## config.mk

```make
export PLATFORM = sky130hd
export DESIGN_NAME = vid_win_qual
export DESIGN_NICKNAME = d
export VERILOG_FILES = /design/src/rtl/vid_win_qual.sv
export SDC_FILE = /design/constraint.sdc
export NUM_CORES = 1
export LEC_CHECK = 0
export BUFFER_PORTS_ARGS = -buffer_cell sky130_fd_sc_hd__buf_2
export CAP_MARGIN = 15
export CORE_ASPECT_RATIO = 0.9
export CORE_UTILIZATION = 47
export CTS_CLUSTER_DIAMETER = 80
export CTS_CLUSTER_SIZE = 40
export DETAILED_ROUTE_END_ITERATION = 8
export PLACE_DENSITY = 0.76
export SYNTH_ARGS = -nofsm -noshare
export SYNTH_HDL_FRONTEND = slang
export SYNTH_SLANG_ARGS = --single-unit
```

## constraint.sdc

```tcl
create_clock -name clk -period 3.1 [get_ports clk]
set_input_delay 0.62 -clock clk [delete_from_list [all_inputs] [get_ports clk]]
set_output_delay 0.62 -clock clk [all_outputs]
set_load 0.02 [all_outputs]
```

## src/rtl/vid_win_qual.sv

```systemverilog
module vid_win_qual #(
  parameter int DW         = 8,
  parameter int ACT_LEN    = 1440,
  parameter int START_M525 = 250,
  parameter int START_M625 = 280,
  parameter int START_S525 = 260,
  parameter int START_S625 = 290
) (
  input  logic          clk,
  input  logic          rst_n,
  input  logic          std_625,
  input  logic          slave_mode,
  input  logic [DW-1:0] y_in,
  input  logic [DW-1:0] c_in,
  input  logic          hsync_n,
  input  logic          blank_n,
  input  logic          line_blank,
  output logic [DW-1:0] y_out,
  output logic [DW-1:0] c_out,
  output logic          pix_valid,
  output logic          cr_tag
);

  localparam int MAXSTART = (START_S625 > START_M625) ? START_S625 : START_M625;
  localparam int CW = $clog2(MAXSTART + ACT_LEN + 2) + 1;
  localparam logic [CW-1:0] CMAX = '1;

  logic          hs_q, armed_q, phase_q;
  logic [CW-1:0] off_q, off_d, start;
  logic          fall, in_win, take;

  assign fall = hs_q & ~hsync_n;

  always_comb begin
    case ({slave_mode, std_625})
      2'b00:   start = CW'(START_M525);
      2'b01:   start = CW'(START_M625);
      2'b10:   start = CW'(START_S525);
      default: start = CW'(START_S625);
    endcase
  end

  assign off_d  = fall ? '0 : ((off_q == CMAX) ? off_q : off_q + 1'b1);
  assign in_win = (armed_q | fall) && (off_d >= start) && (off_d < start + CW'(ACT_LEN));
  assign take   = in_win & blank_n & ~line_blank;

  always_ff @(posedge clk or negedge rst_n) begin
    if (!rst_n) begin
      hs_q      <= 1'b1;
      armed_q   <= 1'b0;
      off_q     <= CMAX;
      phase_q   <= 1'b0;
      y_out     <= '0;
      c_out     <= '0;
      pix_valid <= 1'b0;
      cr_tag    <= 1'b0;
    end else begin
      hs_q      <= hsync_n;
      armed_q   <= armed_q | fall;
      off_q     <= off_d;
      y_out     <= y_in;
      c_out     <= c_in;
      pix_valid <= take;
      cr_tag    <= take & (fall ? 1'b0 : phase_q);
      if (fall)      phase_q <= take;
      else if (take) phase_q <= ~phase_q;
    end
  end

  // checker state
  logic [CW-1:0] vcnt_q;
  logic          first_q;
  always_ff @(posedge clk or negedge rst_n) begin
    if (!rst_n) begin
      vcnt_q  <= '0;
      first_q <= 1'b0;
    end else begin
      if (fall)           vcnt_q <= '0;
      else if (pix_valid) vcnt_q <= vcnt_q + 1'b1;
      if (fall)           first_q <= 1'b1;
      else if (pix_valid) first_q <= 1'b0;
    end
  end

  assert_blank_gates_R4: assert property (@(posedge clk) disable iff (!rst_n)
    pix_valid |-> $past(blank_n));
  assert_line_blank_R5: assert property (@(posedge clk) disable iff (!rst_n)
    pix_valid |-> !$past(line_blank));
  assert_sync_closes_R7: assert property (@(posedge clk) disable iff (!rst_n)
    $fell(hsync_n) |=> !pix_valid);
  assert_first_is_cb_R6: assert property (@(posedge clk) disable iff (!rst_n)
    (pix_valid && first_q) |-> !cr_tag);
  assert_tag_idle_R6: assert property (@(posedge clk) disable iff (!rst_n)
    !pix_valid |-> !cr_tag);
  assert_win_len_R8: assert property (@(posedge clk) disable iff (!rst_n)
    vcnt_q <= CW'(ACT_LEN));

endmodule

```

==> flow_metrics.env <==
export IMPL_status="finished, final reports clean"
export IMPL_grt_pass1_vias=1283
export IMPL_die_y_um=56.8
export IMPL_powerDensity_nw_per_um2=536
export IMPL_critPathKind="flip-flop to flip-flop"
export IMPL_post_route_period_util_pct=99.7
export IMPL_io_buffers=40
export IMPL_io_pin_count=41
export IMPL_antenna_found_initial=0
export IMPL_synth_cell_types=31
export IMPL_cp_startpoint="off_q[9]$_DFF_PN1_"
export IMPL_dp_cells=231
export IMPL_cts_tree="yes"
export IMPL_stdcell_count=244
export IMPL_required_ns=3.26
export IMPL_start_kind="flip-flop"
export IMPL_synth_seq_cells=33
export IMPL_swShare_pct=27.0
export IMPL_synthFlopType="dfrtp_1"
export IMPL_slew_violations=0
export IMPL_cts_hold_buf=0
export IMPL_hold_viol_final=0
export IMPL_hpwl_um=2770
export IMPL_gr_usage_all_layers_pct=22.1
export IMPL_syn_avg_cell_area_um2=11.2
export IMPL_fmax_mhz=323
export IMPL_synth_edff_count=0
export IMPL_ant_nets=0
export IMPL_setup_worst_path_end_class="flip-flop"
export IMPL_ir_drop_mv=0.298
export IMPL_drt_wl_total_um=3700
export IMPL_finalSetupTns_ns=0
export IMPL_combPwrFrac_pct=21.4
export IMPL_dr_first_iter_drc_count=49
export IMPL_setup_violations=0
export IMPL_totalPowerFinal_mw=1.12
export IMPL_grt_ovfl_total=0
export IMPL_clk_pin_slew_worst_paths_ns=0.07
export IMPL_rsz0062_at_grt="yes"
export IMPL_layout_min_cycle_time_ns=3.09
export IMPL_final_nets=241
export IMPL_cts_max_path_buffers=2
export IMPL_insertion_delay_ns=0.28
export IMPL_synth_seq_area_share_pct=53.6
export IMPL_synthCells=140
export IMPL_grt_pass1_wl_um=5840
export IMPL_r2r_start="off_q[9]$_DFF_PN1_"
export IMPL_via_count=1295
export IMPL_vias_per_cell=5.31
export IMPL_fin_skew_ns=0.00517
export IMPL_die_w_um=62.9
export IMPL_power_internal_mw=0.819
export IMPL_async_flop_share_pct=100
export IMPL_ys_warn_count=0
export IMPL_worstPathMaxFanout=6
export IMPL_cap_violations=0
export IMPL_final_area_um2=2100
export IMPL_initial_utilization_pct=50.4
export IMPL_syn_cell_area_um2=1570
export IMPL_dr_pass1_iters=4
export IMPL_utilization_pct=67.3
export IMPL_clock_sinks=33
export IMPL_p_sw_mw=0.303
export IMPL_core_area_um2=3110
export IMPL_cts_root_buf="clkbuf_8"
export IMPL_clkPwrFrac_pct=34.2
export IMPL_cts_made_buffers=5
export IMPL_diodes=0
export IMPL_cts_htree_levels=2
export IMPL_syn_to_final_growth_pct=33.5
export IMPL_tightest_slew_ns=0.688
export IMPL_min_path_type="input port to async pin"
export IMPL_rows=19
export IMPL_seqPwrFrac_pct=44.3
export IMPL_drc=0
export IMPL_die_area_um2=3580
export IMPL_routedWlPerCell_um=15.2
export IMPL_slew_headroom_pct=54.1
export IMPL_gp_congestion=0.867
export IMPL_syn_nets=180
export IMPL_crit_arrival_ns=3.26
export IMPL_dpl_cell_area_um2=1910
export IMPL_p_leak_nw=1.03
export IMPL_grt_max_degree=34
export IMPL_drive_above_1_share_pct=42.6
## registers in the layout, summed over array words and instances (netlist names)
name / cells
armed_q: 1
y_out: 8
cr_tag: 1
phase_q: 1
c_out: 8
pix_valid: 1
off_q: 12
hs_q: 1
## logic make-up (layout without fill, tap and decap cells)
kind of cell             Yosys count  after routing  share of synthesized area [%]
AO/OA/AOI/OAI                     22             22                           9.00
XOR/XNOR                           8              8                           4.46
adder cells (fa/ha/maj)           17             17                           13.5
buffers and inverters             11             73                           3.11
flip-flops                        33             33                           53.6
multiplexers                       3              3                           1.91
other                              1              1                          0.239
AND/OR/NAND/NOR                   45             45                           14.1
## worst paths after layout
kind                                       end  slack, ns  cells past startpoint
setup / recovery           phase_q$_DFFE_PN0P_      0.008                     11
hold / removal              c_out[6]$_DFF_PN0_       0.38                      1
setup reg to reg           phase_q$_DFFE_PN0P_      0.008                     11
hold reg to reg              armed_q$_DFF_PN0_       0.50                      1
max in group asynchronous   y_out[0]$_DFF_PN0_       2.28                      1
min in group clk            c_out[7]$_DFF_PN0_       0.44                      1
## power by group through the flow
stage                     Combinational (mW)  Sequential [mW]  Clock [mW]
after CTS                              0.224            0.496       0.388
after detailed placement               0.218            0.504           0
final                                  0.240            0.498       0.384
after global placement                 0.209            0.502           0
after global routing                   0.265            0.501       0.406
after floorplan                        0.103            0.526           0
## cells in the final DEF (no fill, tap or decap), types with 2 or more instances in the layout
| cell | instances |
|---|---|
| o21ai_0 | 3 |
| o21ai_1 | 2 |
| dfstp_2 | 13 |
| a21o_1 | 2 |
| clkbuf_8 | 5 |
| xnor2_1 | 2 |
| dfrtp_1 | 20 |
| nand2_1 | 10 |
| nand2b_1 | 2 |
| xor2_1 | 6 |
| inv_1 | 9 |
| mux2i_1 | 3 |
| nand4_1 | 7 |
| nor2_1 | 12 |
| buf_2 | 40 |
| buf_4 | 16 |
| ha_1 | 16 |
| nand3_1 | 2 |
| and3_1 | 2 |
| a21oi_1 | 5 |
| a31oi_1 | 2 |
| nor4_1 | 2 |
| a211oi_1 | 2 |
## metrics by stage
step / setup WS, ns / hold slack (ns)
finish: 0.00821 / 0.381
global route: -0.138 / 0.422
CTS: 0.0128 / 0.403
detailed placement: -0.0198 / 0.477
global placement: 0.0222 / 0.452
floorplan: 0.00976 / 0.324
## area by class of cell
| type | count | area, um^2 |
|---|---|---|
| tap | 42 | 52.6 |
| inverter | 9 | 33.8 |
| timing repair buffer | 56 | 320 |
| clock buffer | 6 | 72.6 |
| multi-input combinational | 96 | 739 |
| clock inverter | 2 | 35.0 |
| fill | 242 | 1020 |
| sequential | 33 | 842 |
## critical path, stage by stage (launching register included)
cell and delay, ns:
dfstp_2 0.59, nand4_1 0.14, or3_4 0.43, buf_4 0.16, a21oi_4 0.16, ha_1 0.28, a21o_1 0.18, a211oi_1 0.23
o21ai_0 0.13, o22a_1 0.18, a211o_1 0.33, xor2_1 0.17
## layer usage
layer  global-route usage [%]  wire (um)  vias to the layer above
met4                     8.31         76                        0
met2                     39.5       2000                       29
met5                        0          0                        -
met3                     4.88        132                        8
met1                     25.6       1500                      649
li1                         -          -                      609
## cell usage after synthesis, types with 3 or more instances
cell     number  area share [%]
dfrtp_1      20              32
nand4_1       7             2.8
nand2_1      11             2.6
a21oi_1       7             2.2
nor2_1       13             3.1
inv_1         9             2.2
xor2_1        6             3.3
ha_1         17              14
dfstp_2      13              22
nand3_1       3            0.96
mux2i_1       3             1.9
o21ai_0       5             1.6
## timing repair
| action | in CTS | in global routing |
|---|---|---|
| buffers inserted | 1 | 4 |
| pin swaps | 7 | 10 |
| resized for setup | 4 | 6 |
| endpoints found under the setup margin | 1 | 3 |
Power figures use the tool's default switching activity.
